### src/rtl/irq_res_pkg.sv
package irq_res_pkg;

    localparam logic [2:0] MODE_FIXED  = 3'b000;
    localparam logic [2:0] MODE_LOWEST = 3'b001;
    localparam logic [2:0] MODE_NMI    = 3'b100;

    typedef enum logic [2:0] {
        S_IDLE    = 3'd0,
        S_RESOLVE = 3'd1,
        S_PICK    = 3'd2,
        S_WALK    = 3'd3,
        S_DONE    = 3'd4
    } res_state_e;

    function automatic logic mode_supported(input logic [2:0] m);
        return (m == MODE_FIXED) || (m == MODE_LOWEST) || (m == MODE_NMI);
    endfunction

endpackage

### src/rtl/irq_dest_match.sv
module irq_dest_match #(
    parameter int NCPU = 16,
    parameter int ID_W = 8
) (
    input  logic [ID_W-1:0]      dest,
    input  logic                 logical,
    input  logic [NCPU-1:0]      present,
    input  logic [NCPU*ID_W-1:0] phys_ids,
    input  logic [NCPU*ID_W-1:0] logic_ids,
    output logic [NCPU-1:0]      target_mask
);
    localparam logic [ID_W-1:0] BCAST_ID = {ID_W{1'b1}};

    logic [NCPU-1:0] phys_hit;
    logic [NCPU-1:0] logic_hit;
    logic [NCPU-1:0] phys_first;

    for (genvar g = 0; g < NCPU; g++) begin : g_cmp
        assign phys_hit[g]  = present[g] && (phys_ids[g*ID_W +: ID_W] == dest);
        assign logic_hit[g] = present[g] && ((logic_ids[g*ID_W +: ID_W] & dest) != '0);
    end

    always_comb begin
        logic found;
        found      = 1'b0;
        phys_first = '0;
        for (int i = 0; i < NCPU; i++) begin
            if (phys_hit[i] && !found) begin
                phys_first[i] = 1'b1;
                found         = 1'b1;
            end
        end
    end

    always_comb begin
        if (!logical) begin
            target_mask = (dest == BCAST_ID) ? present : phys_first;
        end else if (dest == '0) begin
            target_mask = '0;
        end else begin
            target_mask = logic_hit;
        end
    end
endmodule

### src/rtl/irq_prio_pick.sv
module irq_prio_pick #(
    parameter int NCPU   = 16,
    parameter int PRIO_W = 4
) (
    input  logic [NCPU-1:0]        cand,
    input  logic [NCPU*PRIO_W-1:0] prio,
    output logic [NCPU-1:0]        winner
);
    always_comb begin
        logic              have;
        logic [PRIO_W-1:0] best;
        have   = 1'b0;
        best   = '0;
        winner = '0;
        for (int i = 0; i < NCPU; i++) begin
            if (cand[i] && (!have || (prio[i*PRIO_W +: PRIO_W] < best))) begin
                have   = 1'b1;
                best   = prio[i*PRIO_W +: PRIO_W];
                winner = '0;
                winner[i] = 1'b1;
            end
        end
    end
endmodule

### src/rtl/irq_lsb_isolate.sv
module irq_lsb_isolate #(
    parameter int W = 16
) (
    input  logic [W-1:0] vec_in,
    output logic [W-1:0] lowest,
    output logic [W-1:0] rest
);
    assign lowest = vec_in & (~vec_in + W'(1));
    assign rest   = vec_in & ~lowest;
endmodule

### src/rtl/irq_dest_resolver.sv
module irq_dest_resolver
    import irq_res_pkg::*;
#(
    parameter int NCPU   = 16,
    parameter int ID_W   = 8,
    parameter int PRIO_W = 4,
    parameter int VEC_W  = 8,
    parameter int PIN_W  = 5
) (
    input  logic                   clk,
    input  logic                   rst_n,
    input  logic                   req_valid,
    output logic                   req_ready,
    input  logic [PIN_W-1:0]       req_pin,
    input  logic [VEC_W-1:0]       req_vector,
    input  logic [ID_W-1:0]        req_dest,
    input  logic                   req_logical,
    input  logic [2:0]             req_mode,
    input  logic                   req_level,
    input  logic [NCPU-1:0]        cpu_present,
    input  logic [NCPU*ID_W-1:0]   cpu_phys_id,
    input  logic [NCPU*ID_W-1:0]   cpu_logic_id,
    input  logic [NCPU*PRIO_W-1:0] cpu_prio,
    output logic [NCPU-1:0]        irq_strobe,
    output logic [VEC_W-1:0]       irq_vector,
    output logic                   irq_level,
    output logic [NCPU-1:0]        nmi_strobe,
    output logic                   done_valid,
    output logic                   done_delivered
);
    localparam logic [NCPU-1:0] CPU0_ONLY = NCPU'(1);

    res_state_e state_q, state_d;

    logic [PIN_W-1:0] pin_q;
    logic [VEC_W-1:0] vec_q;
    logic [ID_W-1:0]  dest_q;
    logic             logical_q;
    logic [2:0]       mode_q;
    logic             level_q;
    logic [NCPU-1:0]  mask_q;
    logic             delivered_q;

    logic [NCPU-1:0]  match_mask;
    logic [NCPU-1:0]  pick_mask;
    logic [NCPU-1:0]  walk_low;
    logic [NCPU-1:0]  walk_rest;
    logic             pin_zero;
    logic             accept;

    assign pin_zero = (pin_q == '0);
    assign accept   = (state_q == S_IDLE) && req_valid;

    irq_dest_match #(.NCPU(NCPU), .ID_W(ID_W)) u_match (
        .dest        (dest_q),
        .logical     (logical_q),
        .present     (cpu_present),
        .phys_ids    (cpu_phys_id),
        .logic_ids   (cpu_logic_id),
        .target_mask (match_mask)
    );

    irq_prio_pick #(.NCPU(NCPU), .PRIO_W(PRIO_W)) u_pick (
        .cand   (mask_q),
        .prio   (cpu_prio),
        .winner (pick_mask)
    );

    irq_lsb_isolate #(.W(NCPU)) u_lsb (
        .vec_in (mask_q),
        .lowest (walk_low),
        .rest   (walk_rest)
    );

    // next-state logic
    always_comb begin
        state_d = state_q;
        unique case (state_q)
            S_IDLE:    if (req_valid) state_d = S_RESOLVE;
            S_RESOLVE: begin
                if ((match_mask == '0) || !mode_supported(mode_q))
                    state_d = S_DONE;
                else if (mode_q == MODE_LOWEST)
                    state_d = S_PICK;
                else
                    state_d = S_WALK;
            end
            S_PICK:    state_d = S_WALK;
            S_WALK:    if (walk_rest == '0) state_d = S_DONE;
            S_DONE:    state_d = S_IDLE;
            default:   state_d = S_IDLE;
        endcase
    end

    // state register
    always_ff @(posedge clk or negedge rst_n) begin
        if (!rst_n) state_q <= S_IDLE;
        else        state_q <= state_d;
    end

    // request capture and target mask datapath
    always_ff @(posedge clk or negedge rst_n) begin
        if (!rst_n) begin
            pin_q       <= '0;
            vec_q       <= '0;
            dest_q      <= '0;
            logical_q   <= 1'b0;
            mode_q      <= MODE_FIXED;
            level_q     <= 1'b0;
            mask_q      <= '0;
            delivered_q <= 1'b0;
        end else begin
            unique case (state_q)
                S_IDLE: begin
                    if (accept) begin
                        pin_q       <= req_pin;
                        vec_q       <= req_vector;
                        dest_q      <= req_dest;
                        logical_q   <= req_logical;
                        mode_q      <= req_mode;
                        level_q     <= req_level;
                        delivered_q <= 1'b0;
                    end
                end
                S_RESOLVE: begin
                    if (!mode_supported(mode_q) || (match_mask == '0))
                        mask_q <= '0;
                    else if ((mode_q == MODE_FIXED) && pin_zero)
                        mask_q <= CPU0_ONLY;
                    else
                        mask_q <= match_mask;
                end
                S_PICK: begin
                    mask_q <= pin_zero ? CPU0_ONLY : pick_mask;
                end
                S_WALK: begin
                    mask_q      <= walk_rest;
                    delivered_q <= 1'b1;
                end
                S_DONE: mask_q <= '0;
                default: mask_q <= '0;
            endcase
        end
    end

    // outputs
    always_comb begin
        req_ready      = 1'b0;
        irq_strobe     = '0;
        nmi_strobe     = '0;
        irq_vector     = '0;
        irq_level      = 1'b0;
        done_valid     = 1'b0;
        done_delivered = 1'b0;
        unique case (state_q)
            S_IDLE:    req_ready = 1'b1;
            S_RESOLVE: ;
            S_PICK:    ;
            S_WALK: begin
                if (mode_q == MODE_NMI) begin
                    nmi_strobe = walk_low;
                end else begin
                    irq_strobe = walk_low;
                    irq_vector = vec_q;
                    irq_level  = level_q;
                end
            end
            S_DONE: begin
                done_valid     = 1'b1;
                done_delivered = delivered_q;
            end
            default: ;
        endcase
    end
endmodule

### config.mk
export PLATFORM = sky130hd
export DESIGN_NAME = irq_dest_resolver
export DESIGN_NICKNAME = d
export VERILOG_FILES = /design/src/rtl/irq_res_pkg.sv /design/src/rtl/irq_dest_match.sv /design/src/rtl/irq_prio_pick.sv /design/src/rtl/irq_lsb_isolate.sv /design/src/rtl/irq_dest_resolver.sv
export SDC_FILE = /design/constraint.sdc
export NUM_CORES = 1
export LEC_CHECK = 0
export ABC_CLOCK_PERIOD_IN_PS = 24100
export BUFFER_PORTS_ARGS = -buffer_cell sky130_fd_sc_hd__buf_2
export CORE_ASPECT_RATIO = 0.5
export CORE_UTILIZATION = 40
export CTS_BUF_LIST = sky130_fd_sc_hd__clkbuf_16
export DETAILED_ROUTE_END_ITERATION = 10
export GPL_ROUTABILITY_DRIVEN = 0
export PLACE_DENSITY = 0.84
export SKIP_LAST_GASP = 1
export SLEW_MARGIN = 20
export SYNTH_ARGS = -nofsm -noshare
export SYNTH_HDL_FRONTEND = slang
export SYNTH_HIERARCHICAL = 1
export SYNTH_SLANG_ARGS = --single-unit
### constraint.sdc
create_clock -name clk -period 24.1 [get_ports clk]
set_input_delay 0 -clock clk [delete_from_list [all_inputs] [get_ports clk]]
set_output_delay 0 -clock clk [all_outputs]
set_load 0.005 [all_outputs]
# Word-level counts from Yosys, hierarchy flattened
# Index checks and enable logic that the tools add are counted.
[op_classes] n_eq_ne=26 n_reduce_logical=139 n_bitwise=20 mux=101 magnitude_cmp=15 n_addsub=1
[op_table] op="two-way mux 16 bit" count=25
[op_table] op="AND 8 bit" count=16
[op_table] op="== test 8 bit" count=16
[op_table] op="nonzero test 8 bit" count=16
[op_table] op="logical AND 1 bit" count=64
[op_table] op="case mux 16 bit (4 select lines)" count=1
[op_table] op="less-than comparator 4 bit" count=15
[op_table] op="two-way mux 4 bit" count=15
[op_table] op="two-way mux 1 bit" count=53
[op_table] op="AND 16 bit" count=2
[op_table] op="logical NOT 16 bit" count=2
[op_table] op="inverter 16 bit" count=2
[op_table] op="logical NOT 1 bit" count=31
[op_table] op="logical OR 1 bit" count=18
[op_table] op="adder 16 x 1 -> 16 bit (second input constant)" count=1
[op_table] op="two-way mux 8 bit" count=2
[op_table] op="case mux 3 bit (4 select lines)" count=1
[op_table] op="two-way mux 3 bit" count=3
[op_table] op="== test 8 bit (second input constant)" count=1
[op_table] op="logical NOT 8 bit" count=1
[op_table] op="== test 3 x 1 -> 1 bit (second input constant)" count=2
[op_table] op="== test 3 x 2 -> 1 bit (second input constant)" count=2
[op_table] op="== test 3 bit (second input constant)" count=2
[op_table] op="logical NOT 3 bit" count=2
[op_table] op="other kinds (5)" count=9
[word_totals] output_inout_bits=44 reg_bits=46 elab_cells=311 input_bits=365

# Logic depth before layout (Yosys ltp)
# Gate-level depths: netlist of run 1.
[depth] word_depth=63 ltp_mapped=124 mapped_depth_nobuf=120

# By module
# The synthesis of run 1 kept the hierarchy.
[by_module_without_submodules] module="irq_prio_pick" instances=1 cells_each=488 area_each_um2=3419.5 seq_area_each_um2=0.0
[by_module_without_submodules] module="irq_dest_match" instances=1 cells_each=360 area_each_um2=2717.6 seq_area_each_um2=0.0
[by_module_without_submodules] module="irq_dest_resolver" instances=1 cells_each=228 area_each_um2=2571.2 seq_area_each_um2=1151.1
[by_module_without_submodules] module="irq_lsb_isolate" instances=1 cells_each=50 area_each_um2=321.6 seq_area_each_um2=0.0

# Worst setup path before layout of run 1
# OpenSTA, ideal clock, no wires.
[synth_path] path_kind="reg-to-reg" start="register mask_q[0]" end="register mask_q[14]" t_arrival_ns=22.241 path_buffers=4 setup_slack_ns=1.729 setup_ns=0.130 required_ns=23.970 stages_incl_launch_ff=118 period_less_slack_ns=22.371 cell_sequence="dfrtp_1 buf_2 nand2_1 ha_1 a21oi_1 o21ai_0 a21oi_1 a21oi_1 ha_1 o21ai_1 or3_1 nor4_1 or3_1 nor2_1 a21o_1 ha_1 o32ai_1 a22o_1 [... 82 more ...] ha_1 a21o_1 a21oi_1 nor2_1 nor3b_1 and2_1 a41oi_2 and3_4 mux2_4 ha_1 a22oi_1 nand3_1 o21ai_0 nor2_1 and3b_1 o31a_1 a31oi_1 o2bb2ai_1"
[synth_via] elab_chain_len=63 elab_cells_between_ends=111 cone_classes="1 x add/sub; 15 x order compare; 46 x mux; 4 x bitwise; 45 x reduce/logical"
[synth_lines] element="start: declaration" line_no="irq_dest_resolver.sv:41" source="logic [NCPU-1:0] mask_q;"
[synth_lines] element="start signal: assignment" line_no="irq_dest_resolver.sv:131" source="mask_q <= match_mask;"
[synth_lines] element="start signal: assignment" line_no="irq_dest_resolver.sv:134" source="mask_q <= pin_zero ? CPU0_ONLY : pick_mask;"
[synth_lines] element="start signal: assignment" line_no="irq_dest_resolver.sv:137" source="mask_q <= walk_rest;"
[synth_lines] element="two-way mux 4 bit or two-way mux 1 bit (tied branches)" line_no="irq_prio_pick.sv:16" source="if (cand[i] && (!have || (prio[i*PRIO_W +: PRIO_W] < best))) begin"
[synth_lines] element="less-than comparator 4 bit or logical NOT 1 bit (tied branches)" line_no="irq_prio_pick.sv:16"
[synth_lines] element="logical OR 1 bit" line_no="irq_prio_pick.sv:16"
[synth_lines] element="logical AND 1 bit" line_no="irq_prio_pick.sv:16"
[synth_lines] element="two-way mux 4 bit or two-way mux 1 bit (tied branches)" line_no="irq_prio_pick.sv:16"
[synth_lines] element="less-than comparator 4 bit or logical NOT 1 bit (tied branches)" line_no="irq_prio_pick.sv:16"
[synth_lines] element="logical OR 1 bit" line_no="irq_prio_pick.sv:16"
[synth_lines] element="logical AND 1 bit" line_no="irq_prio_pick.sv:16"
[synth_lines] element="[... 48 more ...]"
[synth_lines] element="two-way mux 4 bit or two-way mux 1 bit (tied branches)" line_no="irq_prio_pick.sv:16"
[synth_lines] element="less-than comparator 4 bit or logical NOT 1 bit (tied branches)" line_no="irq_prio_pick.sv:16"
[synth_lines] element="logical OR 1 bit" line_no="irq_prio_pick.sv:16"
[synth_lines] element="logical AND 1 bit" line_no="irq_prio_pick.sv:16"
[synth_lines] element="two-way mux 16 bit *" line_no="irq_prio_pick.sv:16"
[synth_lines] element="via pick_mask[14]" line_no="irq_dest_resolver.sv:45" source="logic [NCPU-1:0] pick_mask;"
[synth_lines] element="two-way mux 16 bit *" line_no="irq_dest_resolver.sv:134"
[synth_lines] element="case mux 16 bit (4 select lines) *" line_no="irq_dest_resolver.sv:113" source="unique case (state_q)"
# The timed path passes the listed nets; every way through them passes the cells marked *.
# A chain may end at the register's enable or synchronous reset.

# Worst setup path after layout of run 1
# Same ends and word-level chain as after synthesis.

==> impl_metrics.env, run 1 <==
export IMPL_cap_violations=0
export IMPL_synth_most_common_cell="xor2_1"
export IMPL_die_x_um=214
export IMPL_cts_sinks=46
export IMPL_peakVddDrop_v=0.0000677
export IMPL_rr_startpoint="mask_q[0]"
export IMPL_path_class="flop to flop"
export IMPL_yosysWarningCount=6
export IMPL_multi_input_area_um2=7550
export IMPL_critPathLaunch="mask_q[0]"
export IMPL_track_usage=0.288
export IMPL_seqCellArea_um2=1160
export IMPL_dp_worst_setup_slack_ps=-587
export IMPL_synth_top_family_by_area="compound AO/OA/AOI/OAI gates"
export IMPL_status="complete, no violations"
export IMPL_yosysTopAreaCell="dfrtp_1"
export IMPL_io_pins=409
export IMPL_fmaxAchievable_ghz=0.0430
export IMPL_yosysSeqAreaShare=0.127
export IMPL_p_leak_nw=5.35
export IMPL_synth_area_per_cell_um2=8.02
export IMPL_synth_top_area_share=0.127
export IMPL_synth_simple_gate_area_frac=0.255
export IMPL_final_area_um2=11900
export IMPL_ys_top_cells_by_area="dfrtp_1 (13%), xor2_1 (6.6%), xnor2_1 (6.4%)"
export IMPL_drtIter0Drc=1286
export IMPL_min_from="req_valid"
export IMPL_post_place_cells=1778
export IMPL_grt_pass1_wl_um=53300
export IMPL_fin_skew_ps=6.64
export IMPL_fin_total_pwr_mw=1.62
export IMPL_ys_ff_latch=46
export IMPL_synthToLayoutAreaGrowth_pct=31.8
export IMPL_insertion_delay_ps=290
export IMPL_synth_async_reset_ratio=1.00
export IMPL_ys_flop_type="dfrtp_1"
export IMPL_syn_nets=1520
export IMPL_layout_min_cycle_time_ps=23240
export IMPL_slew_viol_final=0
export IMPL_vias=11200
export IMPL_synth_xor_xnor_area_share=0.130
export IMPL_port_buffers=408
export IMPL_grt_antenna_before_repair=3
export IMPL_die_h_um=108
export IMPL_arrival_ps=23390
export IMPL_cts_path_max_buffers=2
export IMPL_grt_pass1_vias=9899
export IMPL_firstDrtPassIters=6
export IMPL_cts_htree_levels=2
export IMPL_cts_buffers_inserted=5
export IMPL_synth_compound_gate_area_share=0.300
export IMPL_place_area_um2=11000
export IMPL_syn_cell_area_um2=9030
export IMPL_worst_slack_ps=858
export IMPL_avgViaCountPerCell=6.11
export IMPL_setup_viol=0
export IMPL_relSlewSlack=0.244
export IMPL_drc=0
export IMPL_cp_data_required_time_ps=24240
export IMPL_drive_above_1_share=0.370
export IMPL_start_util=0.412
export IMPL_dp_hpwl_um=28100
export IMPL_syn_inst=1126
export IMPL_critPathCaptureType="flop"
export IMPL_clock_root_buffer="clkbuf_16"
export IMPL_drtAntennaViolNets=0
export IMPL_core_um2=21900
export IMPL_worstPathMaxFanout=8
export IMPL_p_per_area_nw_per_um2=136
export IMPL_tightest_slew_ps=1130
export IMPL_timing_final_crit_share=0.964
export IMPL_synthAdderAreaFrac=0.0479
export IMPL_fill_cells=2001
export IMPL_cpPeakStageDelay_ps=510
export IMPL_slowest_stage="or3b_2"
export IMPL_grt_max_degree=47
export IMPL_holdCritPathClass="input port to flop"
export IMPL_cts_tree="built"
export IMPL_crit_top_cell="ha_1"
export IMPL_overflow=0
export IMPL_path_clk_slew_ps=70
export IMPL_fin_nets=1927
export IMPL_fp_row_count=38
export IMPL_dieArea_um2=23200
export IMPL_fin_cells=1836
export IMPL_hold_viol=0
export IMPL_synthDistinctLibCells=113
export IMPL_ys_top_cells_by_count="xor2_1 (68), xnor2_1 (66), and2_1 (63), nand2_1 (57), nor2_1 (56)"
export IMPL_synth_edf_count=0
export IMPL_muxShareOfSynthArea=0.0673
export IMPL_wl_per_cell_um=20.2
export IMPL_wl_um=37200
export IMPL_crit_path_start_kind="flop"
-- where the power goes --
group          internal [mW]  switching [mW]
combinational          0.566           0.744
sequential             0.110           0.134
clock                 0.0381          0.0312
-- area by class of cell --
cell class	count	area share
Timing Repair Buffer	461	0.211
Inverter	43	0.0136
Clock buffer	5	0.0105
Multi-Input combinational cell	976	0.634
Sequential cell	46	0.0977
Tap cell	300	0.0315
Antenna cell	2	0.000420
Clock inverter	3	0.00147
-- critical path, delay by kind of cell (launching register included) --
kind	cells	cell delay, ps
flip-flops	1	430
AND/OR/NAND/NOR	36	6490
buffers and inverters	6	490
AO/OA/AOI/OAI	50	8660
multiplexers	9	2560
adder cells (fa/ha/maj)	15	4420
-- path summary, 6_finish.rpt --
path	to	slack, ps	cells after the start
worst max-delay path	mask_q[14]	860	116
worst min-delay path	delivered_q	70	4
worst max register to register	mask_q[14]	860	116
worst min register to register	vec_q[3]	510	1
max in group asynchronous	dest_q[2]	23370	2
min in group asynchronous	vec_q[6]	290	2
-- registers in the layout, indices dropped and copies added (netlist names) --
signal,cells
mask_q,16
dest_q,8
vec_q,8
mode_q,3
state_q,3
pin_q,5
level_q,1
logical_q,1
delivered_q,1
-- metrics by stage --
step | TNS [ps] | hold WS [ps] | util
floorplan | 0 | -296 | -
global placement | 0 | 231 | 0.503
detailed placement | -6210 | 235 | 0.503
CTS | 0 | 71.0 | 0.522
global route | -3920 | 115 | 0.543
finish | 0 | 70.2 | 0.543
-- timing repair --
action / in CTS / in global routing
gates resized for setup: 4 / 57
setup buffers: 1 / 19
gates cloned: 0 / 1
pin swaps: 0 / 14
hold buffers: 27 / 0
endpoints found under the setup margin: 16 / 16
hold endpoints to repair: 72 / 0
-- layout by cell type, fill, tap and decap left out, drive strengths merged, types with 24 or more instances in the layout --
cell type | Yosys | layout
xnor2 | 66 | 66
xor2 | 68 | 68
nor4 | 33 | 33
ha | 29 | 29
a31oi | 49 | 49
inv | 42 | 43
dlygate4sd3 | 0 | 27
dfrtp | 46 | 46
a22oi | 35 | 35
mux2 | 36 | 36
nor3 | 30 | 30
nand2 | 58 | 58
nand3 | 27 | 27
a21oi | 34 | 34
a22o | 31 | 31
nand4 | 23 | 24
o21ai | 63 | 63
and2 | 63 | 63
nor2 | 60 | 60
buf | 38 | 434
-- cells by family (layout without fill, tap and decap cells) --
family                   Yosys count  after routing
AO/OA/AOI/OAI                    360            360
XOR/XNOR                         134            134
multiplexers                      48             48
AND/OR/NAND/NOR                  396            397
other                              1              3
buffers and inverters            105            512
flip-flops                        46             46
adder cells (fa/ha/maj)           36             36
-- routing by layer --
| layer | track usage | up-vias | wire (um) |
|---|---|---|---|
| met5 | 0 | - | 9 |
| met4 | 0.0852 | 2 | 1060 |
| met1 | 0.394 | 5335 | 15900 |
| met3 | 0.0388 | 97 | 2920 |
| li1 | - | 5139 | - |
| met2 | 0.475 | 650 | 17300 |
(Power assumes the default switching activity.)
==> run 2: changes to the inputs <==
--- a/config.mk
+++ b/config.mk
@@ -9,7 +9,6 @@
 export BUFFER_PORTS_ARGS = -buffer_cell sky130_fd_sc_hd__buf_2
 export CORE_ASPECT_RATIO = 0.5
 export CORE_UTILIZATION = 40
-export CTS_BUF_LIST = sky130_fd_sc_hd__clkbuf_16
 export DETAILED_ROUTE_END_ITERATION = 10
 export GPL_ROUTABILITY_DRIVEN = 0
 export PLACE_DENSITY = 0.84
==> constraint.sdc (replaced) <==
create_clock -name clk -period 24.1 [get_ports clk]
set_input_delay 4.82 -clock clk [delete_from_list [all_inputs] [get_ports clk]]
set_output_delay 4.82 -clock clk [all_outputs]
set_load 0.005 [all_outputs]
==> run 2 against run 1 <==
The run now ends with setup timing left. Flip-flop and latch count unchanged. Core utilization increased by 7.8 points. Global-route usage increased by 1.9 points. Maximum frequency decreased by 8.2%. Setup slack got worse by 2100 ps. Clock skew decreased by 0.87 ps. Critical path depth decreased by 2. Final area increased by 14%. Non-clock buffer count increased by 139. Die area unchanged. Hold slack improved by 430 ps. Critical path type is now input port to flop.
==> impl_metrics.env, run 2 (synthesis results as in run 1) <==
export IMPL_status="complete, but fails checks"
export IMPL_violations="setup timing"
export IMPL_cts_hold_buf=0
export IMPL_drive_above_1_share=0.482
export IMPL_regMostFlops="mask_q"
export IMPL_place_area_um2=12300
export IMPL_die_h_um=108
export IMPL_post_place_cells=1890
export IMPL_grt_max_degree=47
export IMPL_tightest_slew_ps=1220
export IMPL_layout_min_cycle_time_ps=25320
export IMPL_hold_viol=0
export IMPL_path_class="input port to flop"
export IMPL_cpPeakStageDelay_ps=560
export IMPL_crit_path_start_kind="input port"
export IMPL_cts_buffers_inserted=5
export IMPL_path_clk_slew_ps=70
export IMPL_setup_viol=16
export IMPL_slew_viol_final=0
export IMPL_wl_per_cell_um=19.9
export IMPL_dp_worst_setup_slack_ps=-1130
export IMPL_layout_commonest_cell="buf_2"
export IMPL_firstDrtPassIters=7
export IMPL_drc=0
export IMPL_arrival_ps=25460
export IMPL_p_leak_nw=6.20
export IMPL_cts_sinks=46
export IMPL_timing_final_crit_share=1.05
export IMPL_p_per_area_nw_per_um2=161
export IMPL_peakVddDrop_v=0.0000840
export IMPL_slowest_stage="or4_4"
export IMPL_fin_nets=2065
export IMPL_grt_pass1_vias=10900
export IMPL_drtAntennaViolNets=0
export IMPL_die_x_um=214
export IMPL_holdCritPathClass="flop to flop"
export IMPL_cts_htree_levels=2
export IMPL_io_pins=409
export IMPL_synthToLayoutAreaGrowth_pct=50.8
export IMPL_clock_root_buffer="clkbuf_16"
export IMPL_top_regs="mask_q x16, dest_q x8, vec_q x8"
export IMPL_relSlewSlack=0.177
export IMPL_hold_slack_ps=501
export IMPL_crit_top_cell="ha_4"
export IMPL_start_util=0.412
export IMPL_drtIter0Drc=1124
export IMPL_overflow=0
export IMPL_grt_antenna_before_repair=2
export IMPL_largest_register_ffs=16
export IMPL_cp_data_required_time_ps=24240
export IMPL_wl_um=39300
export IMPL_dieArea_um2=23200
export IMPL_vias=11700
export IMPL_fmaxAchievable_ghz=0.0395
export IMPL_cap_violations=0
export IMPL_port_buffers=408
export IMPL_avgViaCountPerCell=5.94
export IMPL_cts_tree="built"
export IMPL_final_area_um2=13600
export IMPL_track_usage=0.308
export IMPL_fin_skew_ps=5.77
export IMPL_worstPathMaxFanout=5
export IMPL_rsz0062_at_grt="true"
export IMPL_insertion_delay_ps=280
export IMPL_worst_slack_ps=-1220
export IMPL_core_um2=21900
export IMPL_fin_tns_setup_ps=-17560
export IMPL_grt_pass1_wl_um=57500
export IMPL_fp_row_count=38
export IMPL_layout_common_cells="buf_2 (404), buf_4 (184), xor2_1 (68), xnor2_1 (66), and2_1 (58)"
export IMPL_fin_cells=1974
export IMPL_dp_hpwl_um=28900
export IMPL_critPathCaptureType="flop"
export IMPL_cts_path_max_buffers=2
## run 2: changes by cell type in the layout (fill, tap and decap cells not counted), sizes merged
cell / previous run / this run
clkbuf: 5 / 6
nand4: 24 / 23
inv: 43 / 42
dlygate4sd3: 27 / 0
buf: 434 / 600
## run 2: timing repair
| item | 4_1_cts | 5_1_grt |
|---|---|---|
| pin swaps | 93 | 65 |
| setup endpoints to repair | 16 | 16 |
| resized for setup | 58 | 47 |
| buffers inserted | 43 | 31 |
## run 2: layer usage
metal / global-route usage / vias to the layer above / share of wire / wire length [um]
met4: 0.109 / 2 / 0.035 / 1370
met5: 0 / - / 0.00023 / 9
met3: 0.0399 / 119 / 0.074 / 2920
met1: 0.398 / 5558 / 0.41 / 16100
li1: - / 5400 / - / -
met2: 0.530 / 643 / 0.48 / 18900
## run 2: layout make-up
type	instances	area, um2
Multi-Input combinational cell	975	8220
Clock inverter	2	13.8
Timing Repair Buffer	600	3550
Clock buffer	6	129
Sequential cell	46	1160
Tap cell	300	375
Antenna cell	2	5.00
Fill cell	1806	8300
Inverter	43	164
## run 2: metrics by stage
step                power (mW)   util
finish                    2.19  0.621
global route              2.32  0.621
CTS                       1.97  0.598
detailed placement        1.69  0.560
global placement          1.65  0.560
floorplan                 1.24      -
## run 2: worst max-delay path: cells and delay by family
| family | cells | cell delay, ps |
|---|---|---|
| and+or+nand+nor | 34 | 5410 |
| buffers and inverters | 10 | 1090 |
| AOI/OAI and AO/OA | 46 | 7760 |
| adders and majority gates | 15 | 3970 |
| muxes | 9 | 2390 |
## run 2: final timing paths
| check | slack, ps | end | start | cells after the start |
|---|---|---|---|---|
| setup / recovery | -1220 | mask_q[14] | cpu_prio[1] | 114 |
| hold reg to reg | 500 | vec_q[4] | vec_q[4] | 1 |
| setup reg to reg | 2320 | mask_q[14] | mask_q[0] | 113 |
| max in group asynchronous | 19130 | dest_q[4] | rst_n | 1 |
| min in group asynchronous | 4540 | vec_q[7] | rst_n | 1 |
| hold / removal | 500 | vec_q[4] | vec_q[4] | 1 |
## run 2: report_power, final
group | internal (mW) | total [mW] | switching (mW)
clock network | 0.0385 | 0.0672 | 0.0287
logic | 0.945 | 1.88 | 0.934
registers | 0.110 | 0.247 | 0.138
